==> config.mk <==
export PLATFORM = sky130hd
export DESIGN_NAME = rcu_top
export DESIGN_NICKNAME = d
export VERILOG_FILES = /design/src/rtl/rcu_pkg.sv /design/src/rtl/rcu_status.sv /design/src/rtl/rcu_key_seq.sv /design/src/rtl/rcu_top.sv
export SDC_FILE = /design/constraint.sdc
export NUM_CORES = 1
export LEC_CHECK = 0
export BUFFER_PORTS_ARGS = -buffer_cell sky130_fd_sc_hd__buf_2
export CAP_MARGIN = 20
export CORE_MARGIN = 3
export CORE_UTILIZATION = 41
export CTS_CLUSTER_SIZE = 12
export DETAILED_ROUTE_END_ITERATION = 10
export GPL_ROUTABILITY_DRIVEN = 0
export HOLD_SLACK_MARGIN = 0.03
export PLACE_DENSITY = 0.67
export SLEW_MARGIN = 20
export SYNTH_ARGS = -nofsm -noshare
export SYNTH_HDL_FRONTEND = slang
export SYNTH_SLANG_ARGS = --single-unit
==> constraint.sdc <==
create_clock -name clk_i -period 1.4 [get_ports clk_i]
set_input_delay 0.28 -clock clk_i [delete_from_list [all_inputs] [get_ports clk_i]]
set_output_delay 0.28 -clock clk_i [all_outputs]
set_load 0.005 [all_outputs]
==> src/rtl/rcu_pkg.sv <==
package rcu_pkg;
  localparam int AW      = 3;
  localparam int DW      = 8;
  localparam int N_CAUSE = 4;

  localparam logic [AW-1:0] A_STAT  = 3'd0;
  localparam logic [AW-1:0] A_CLR   = 3'd1;
  localparam logic [AW-1:0] A_KEY_A = 3'd2;
  localparam logic [AW-1:0] A_CFG   = 3'd3;
  localparam logic [AW-1:0] A_KEY_B = 3'd4;

  localparam logic [DW-1:0] KEY_A_VAL = 8'h76;
  localparam logic [DW-1:0] KEY_B_VAL = 8'hB1;

  typedef enum logic [1:0] {
    SEQ_IDLE   = 2'd0,
    SEQ_ARMED  = 2'd1,
    SEQ_STAGED = 2'd2
  } seq_e;
endpackage

==> src/rtl/rcu_status.sv <==
module rcu_status
  import rcu_pkg::*;
#(
  parameter int N  = N_CAUSE,
  parameter int W  = DW
) (
  input  logic         clk_i,
  input  logic         rst_ni,
  input  logic [N-1:1] cause_i,
  input  logic         clr_we_i,
  input  logic [N-1:0] clr_mask_i,
  output logic [W-1:0] stat_o
);
  localparam int PAD = W - N;

  logic [N-1:0] stat_q;
  logic [N-1:0] clr_vec;
  logic [N-1:0] set_vec;

  assign clr_vec = clr_we_i ? clr_mask_i : '0;
  assign set_vec = {cause_i, 1'b0};

  // set wins over clear in the same cycle
  always_ff @(posedge clk_i or negedge rst_ni) begin
    if (!rst_ni) stat_q <= N'(1);
    else         stat_q <= (stat_q & ~clr_vec) | set_vec;
  end

  assign stat_o = {{PAD{1'b0}}, stat_q};

  AST_STATUS_STICKY: assert property (@(posedge clk_i) disable iff (!rst_ni)
    (|($past(stat_q) & ~stat_q)) |-> $past(clr_we_i));

  AST_CAUSE_SETS: assert property (@(posedge clk_i) disable iff (!rst_ni)
    (|cause_i) |=> ((stat_q[N-1:1] & $past(cause_i)) == $past(cause_i)));
endmodule

==> src/rtl/rcu_key_seq.sv <==
module rcu_key_seq
  import rcu_pkg::*;
(
  input  logic          clk_i,
  input  logic          rst_ni,
  input  logic          wr_en_i,
  input  logic [AW-1:0] addr_i,
  input  logic [DW-1:0] wdata_i,
  input  logic          abort_i,
  output logic [DW-1:0] cfg_o
);
  seq_e          state_q, state_d;
  logic [DW-1:0] staged_q, staged_d;
  logic [DW-1:0] cfg_q, cfg_d;

  always_comb begin
    state_d  = state_q;
    staged_d = staged_q;
    cfg_d    = cfg_q;
    if (abort_i) begin
      state_d = SEQ_IDLE;
    end else if (wr_en_i) begin
      state_d = SEQ_IDLE;
      unique case (state_q)
        SEQ_IDLE:
          if (addr_i == A_KEY_A && wdata_i == KEY_A_VAL) state_d = SEQ_ARMED;
        SEQ_ARMED:
          if (addr_i == A_CFG) begin
            state_d  = SEQ_STAGED;
            staged_d = wdata_i;
          end
        SEQ_STAGED:
          if (addr_i == A_KEY_B && wdata_i == KEY_B_VAL) cfg_d = staged_q;
        default: state_d = SEQ_IDLE;
      endcase
    end
  end

  always_ff @(posedge clk_i or negedge rst_ni) begin
    if (!rst_ni) begin
      state_q  <= SEQ_IDLE;
      staged_q <= '0;
      cfg_q    <= '0;
    end else begin
      state_q  <= state_d;
      staged_q <= staged_d;
      cfg_q    <= cfg_d;
    end
  end

  assign cfg_o = cfg_q;

  AST_CFG_NEEDS_KEY_B: assert property (@(posedge clk_i) disable iff (!rst_ni)
    !$stable(cfg_q) |-> $past(wr_en_i && addr_i == A_KEY_B && wdata_i == KEY_B_VAL));

  AST_STAGE_AFTER_ARM: assert property (@(posedge clk_i) disable iff (!rst_ni)
    (state_q == SEQ_STAGED && $past(state_q) != SEQ_STAGED)
      |-> ($past(state_q) == SEQ_ARMED && $past(wr_en_i && addr_i == A_CFG)));

  AST_ABORT_IDLE: assert property (@(posedge clk_i) disable iff (!rst_ni)
    abort_i |=> state_q == SEQ_IDLE);
endmodule

==> src/rtl/rcu_top.sv <==
module rcu_top
  import rcu_pkg::*;
(
  input  logic          clk_i,
  input  logic          rst_ni,
  input  logic          wr_en_i,
  input  logic [AW-1:0] addr_i,
  input  logic [DW-1:0] wdata_i,
  output logic [DW-1:0] rdata_o,
  input  logic          wdt_rst_i,
  input  logic          sw_rst_i,
  input  logic          ext_rst_i,
  output logic          keep_gpio_o,
  output logic          keep_dac_o
);
  logic [DW-1:0]        stat;
  logic [DW-1:0]        cfg;
  logic [N_CAUSE-1:1]   cause;

  assign cause = {ext_rst_i, sw_rst_i, wdt_rst_i};

  rcu_status #(.N(N_CAUSE), .W(DW)) u_status (
    .clk_i      (clk_i),
    .rst_ni     (rst_ni),
    .cause_i    (cause),
    .clr_we_i   (wr_en_i && addr_i == A_CLR),
    .clr_mask_i (wdata_i[N_CAUSE-1:0]),
    .stat_o     (stat)
  );

  rcu_key_seq u_seq (
    .clk_i   (clk_i),
    .rst_ni  (rst_ni),
    .wr_en_i (wr_en_i),
    .addr_i  (addr_i),
    .wdata_i (wdata_i),
    .abort_i (|cause),
    .cfg_o   (cfg)
  );

  always_comb begin
    unique case (addr_i)
      A_STAT:  rdata_o = stat;
      A_CFG:   rdata_o = cfg;
      default: rdata_o = '0;
    endcase
  end

  assign keep_gpio_o = cfg[0];
  assign keep_dac_o  = cfg[1];
endmodule

# Yosys cells after proc, flatten, opt, wreduce, memory -nomap -nowiden
# Index checks and enable logic that the tools add are counted.
# Widths: inputs -> output; s select.
totals:
  regBits: 22
classes:
  n_eq_ne: 8
  mux: 7
  n_bitwise: 4
  reduce_logical: 9
ops:
  columns: ["operator", "count"]
  rows:
  - ["$pmux 8 s2", 1]
  - ["$eq 8x7->1 const B", 1]
  - ["$eq 8x8->1 const B", 1]
  - ["$reduce_and 4->1", 2]
  - ["$eq 3x2->1 const B", 2]
  - ["$mux 2", 3]
  - ["$and 4x4->4", 1]
  - ["$mux 4", 1]
  - ["$not 4->4", 1]
  - ["$or 4x4->4", 1]
  - ["$pmux 2 s2", 1]
  - ["$eq 3x1->1 const B", 1]
  - ["$eq 3x3->1 const B", 1]
  - ["$logic_and 1x1->1", 3]
  - ["$logic_not 3->1", 1]
  - ["$reduce_or 3->1", 1]
  - ["$eq 2x1->1 const B", 1]
  - ["$eq 2x2->1 const B", 1]
  - ["$logic_not 2->1", 1]
  - ["$reduce_bool 2->1", 1]
  - ["$mux 1", 1]
  - ["$not 1->1", 1]

# Longest topological paths before layout
logic_depth:
  depth_word: 6
  mapped_depth: 5
  mapped_depth_nobuf: 4

# Hierarchy
# A second synthesis with hierarchy kept.
hier_totals:
  hier_cells: 95
  hier_area_um2: 1148.6
modules_own_cells:
  columns: ["mod", "instances", "cells_each", "area_each_um2", "seq_area_each_um2"]
  rows:
  - ["rcu_key_seq", 1, 50, 780.7, 450.4]
  - ["rcu_top", 1, 29, 191.4, 0.0]
  - ["rcu_status", 1, 16, 176.4, 101.3]

# Worst setup path after synthesis
# OpenSTA, ideal clock, no wires.
synth_timing:
  kind: "input-to-reg"
  start: "input sw_rst_i"
  end: "register u_seq.staged_q[0]"
  setup_ns: 0.125
  t_arrival_ns: 1.248
  required_time_ns: 1.275
  slack_ns: 0.027
  cell_stages: 5
  path_buffers: 1
  path_cell_list: "nor3_1 -> and3b_1 -> and3_4 -> buf_12 -> mux2_4"
synth_via:
  elab_chain_cells: 3
synth_rtl:
  columns: ["element", "line", "text"]
  rows:
  - ["start: declaration", "rcu_top.sv:11", "input logic sw_rst_i,"]
  - ["$reduce_or 3->1", "rcu_top.sv:37", ".abort_i (|cause),"]
  - ["$not 1->1 (no source line)", null, null]
  - ["$reduce_and 4->1 (no source line)", null, null]
  - ["end signal: assignment", "rcu_key_seq.sv:46", "staged_q <= staged_d;"]
  - ["end: declaration", "rcu_key_seq.sv:13", "logic [DW-1:0] staged_q, staged_d;"]
# Every way passes these cells.
# A chain may end at the register's enable or synchronous reset.

# Final worst setup path
layout_timing:
  start: "register u_status.stat_q[0]"
  end: "output rdata_o[0]"
layout_via:
  elab_chain_cells: 1
layout_rtl:
  columns: ["element", "line", "text"]
  rows:
  - ["start: declaration", "rcu_status.sv:16", "logic [N-1:0] stat_q;"]
  - ["start signal: assignment", "rcu_status.sv:26", "else stat_q <= (stat_q & ~clr_vec) | set_vec;"]
  - ["$pmux 8 s2", "rcu_top.sv:42", "unique case (addr_i)"]
  - ["end: declaration", "rcu_top.sv:9", "output logic [DW-1:0] rdata_o,"]
# Every way passes these cells.

==> summary by stage <==
Global routing
The number of antenna violations at the first check in global routing is 0. The met1 demand-to-capacity share in global routing is 0.211. The number of global-route vias before repair is between 800 and 900. The met2 track demand over resource is 0.239. After global routing, the most crowded layer is met2. The global-route wire length before repair is ~4 mm. The global routing usage on met3 is 0.0423. Entering global routing, the biggest net connects 23 pins.

The overall overflow remaining after global route is 0. The global routing usage summed across all routing layers is 0.156.

Layout
Once layout is done, the placed cells without fillers occupy ~0.0015 mm^2. The multi-input gate area in the final layout is around 560 um^2. In the layout the commonest cells are 25 x buf_2, 21 x dfrtp_1, 19 x buf_4. From synthesis to final layout, the design area changed by 32.6%. Fill cells in the final layout number about 210. The number of diodes is 0. The net count of the finished layout is approximately 140.

The most common cell after layout, fill and taps aside is buf_2. In the final layout, the share of cells above drive strength 1 is 0.635. The register cell area after layout is ~550 um^2.

Critical path
The worst setup path is captured at an output pin. The maximum fanout along the worst path is 2. STA puts the critical path data required time at 1120 ps. The critical path data arrival time is between 1000 and 1500 ps.

The startpoint-to-endpoint class of the critical path is reg2out. STA classifies the critical path startpoint as a flip-flop.

Synthesis
Synthesis inferred 22 register bits. Of all flip-flops after synthesis, the portion carrying an async set or reset was 1.00. The distinct cell type count of the synthesized netlist is 23. The synthesized netlist occupies a cell area of 0.00112 mm^2. The share of the Yosys chip area taken by registers is 0.493.

In this run, synthesis inferred 0 flip-flops with an integrated enable. The most used flip-flop cell after synthesis is dfrtp_1. The number of warnings issued by yosys is 0. Dividing the synthesized area by the synthesized cell count gives approximately 15 um^2. The number of instances in the synthesized netlist is 77.

The net count after synthesis is 94.

Power and ir drop
Power comes to between 1 and 1.5 mW. The power per cell area is around 850 mW/mm^2. The leakage power summed over all cells is ~0.77 nW. VDD sags by at most around 0.00086 V.

Clock tree
The total CTS buffers is 3. The CTS root buffer is clkbuf_4. The latest clock arrival within the worst-skew pair is slightly above 300 ps. After clock tree synthesis, the clock-pin slew on the worst setup and hold paths is between 100 and 150 ps. In this run the number of H-tree levels came out at 1. In this run the deepest clock path goes through 2 buffers.

The CTS tree is done. The clock drives 22 sinks.

Job
Max-cap violations in this run came to 0.

Detailed routing
The overall routed net length is 2.50 mm. For this run, design rule violations remaining after detail routing come to 0. The violation count after the first detailed-route iteration is 7. The total vias in the final route is slightly above 800. The count of TritonRoute iterations in the first routing pass is 4. Once detail routing completed, the nets flagged for antenna violations numbered 0. The number of vias per cell is around 5.3. The final routed wire length divided by cell count is 16.0 um.

Placement
The placed wire-length estimate is roughly 1.9 mm. In this run the cell area measured after placement is about 0.0014 mm^2. The count of buffers added on input and output ports is 26.

Timing
The setup clock skew after layout is 4.16 ps. The highest clock rate is between 700 and 800 MHz. The number of hold violations in the final report is 0. The transition time at the pin with the least slew margin is between 400 and 500 ps. Setup slack on the critical path of the routed design comes to -25.4 ps.

The count of final max-slew check failures is 0. The shortest clock period the worst path allows after layout is 1430 ps. The count of final setup violators is 1. Setup repair after global routing could not meet its margin everywhere.

In this run the tightest slew margin relative to its limit is 0.680. Dividing the final minimum period by the clock period gives 1.02.

Die
The floorplan has 18 rows. The width of the die is slightly below 60 um. The die footprint is around 0.0034 mm^2.

For this configuration, the core starts out at a cell density of 0.440. The I/O pin count is 27. The floorplan step defined a core boundary enclosing 0.00254 mm^2. The height of the die is 58.2 um.

Status
The run finished, with violations left. The final reports fail on negative setup slack.

Worst hold path
In this run the worst hold path is classified as in2reg.
-- cell usage after synthesis, types with 2 or more instances --
library cell | instances | area [um^2]
nor4_4 | 2 | 42.5
and2_2 | 4 | 30.0
nand2_1 | 5 | 18.8
and4b_1 | 2 | 20.0
dfrtp_1 | 21 | 526
nor2_1 | 5 | 18.8
mux2_4 | 16 | 240
a21o_1 | 4 | 30.0
a22oi_1 | 4 | 30.0
-- metal layers --
layer	share of wire	routed length, um
met3	0.066	165
met2	0.47	1180
met4	0.022	56
met1	0.44	1110
met5	0	0
-- worst paths after layout --
check                                             start                            end  slack, ps  cells past startpoint
min                                          wdata_i[5]  u_seq.staged_q[5]$_DFFE_PN0P_        210                      2
min reg2reg                u_status.stat_q[3]$_DFF_PN0_   u_status.stat_q[3]$_DFF_PN0_        490                      1
min in group asynchronous                        rst_ni     u_seq.cfg_o[7]$_DFFE_PN0P_        440                      2
max in group asynchronous                        rst_ni   u_status.stat_q[0]$_DFF_PN1_        600                      2
max reg2reg                u_seq.state_q[1]$_DFFE_PN0P_  u_seq.staged_q[4]$_DFFE_PN0P_         50                      3
max                        u_status.stat_q[0]$_DFF_PN1_                     rdata_o[0]        -30                      3
-- logic make-up after synthesis --
family,count (synthesis),share of synthesized area
compound gates,10,0.0694
buf+inv,1,0.0179
flops,22,0.493
mux,16,0.215
simple gates,28,0.205
-- power by group --
part           total [mW]  leakage [nW]  internal [mW]  switching [mW]
logic               0.126         0.453         0.0612          0.0646
clock network       0.490        0.0279          0.289           0.201
registers           0.638         0.289          0.637        0.000916
total                1.25         0.770          0.988           0.266
-- metrics by stage --
stage,cells,utilization,hold slack (ps),TNS [ps],setup slack [ps]
6_report,156,0.583,208,-25.4,-25.4
5_1_grt,156,0.583,178,-234,-92.3
4_1_cts,151,0.564,193,-5.62,-5.62
3_5_place_dp,146,0.539,264,-3110,-216
3_3_place_gp,146,0.539,263,-2090,-132
2_1_floorplan,77,-,-15.6,0,27.1
-- flip-flops by register name, indices dropped and copies added, names as in the netlist --
register and flops:
u_status.stat_q 4, u_seq.state_q 2, u_seq.cfg_o 8, u_seq.staged_q 8
-- cell type report --
cell class                 count  share of cell area
clock buffer                   3              0.0152
multi-input combinational     55               0.380
clock inverter                 1              0.0203
timing repair buffer          45               0.187
sequential                    22               0.372
tap                           30              0.0253
-- worst max-delay path, stage by stage, from the launching register on --
cell and delay [ps]:
dfstp_2 550, a22oi_2 50, nor2_1 120, buf_2 120
-- repair_timing --
| action | CTS | global route |
|---|---|---|
| hold endpoints to repair | 21 | 0 |
| endpoints found under the setup margin | 16 | 17 |
| pin swaps | 3 | 4 |
| setup buffers | 1 | 4 |
| hold buffers | 1 | 0 |
| gates resized for setup | 1 | 3 |
| cloned | 0 | 1 |
Power figures use the tool's default switching activity.
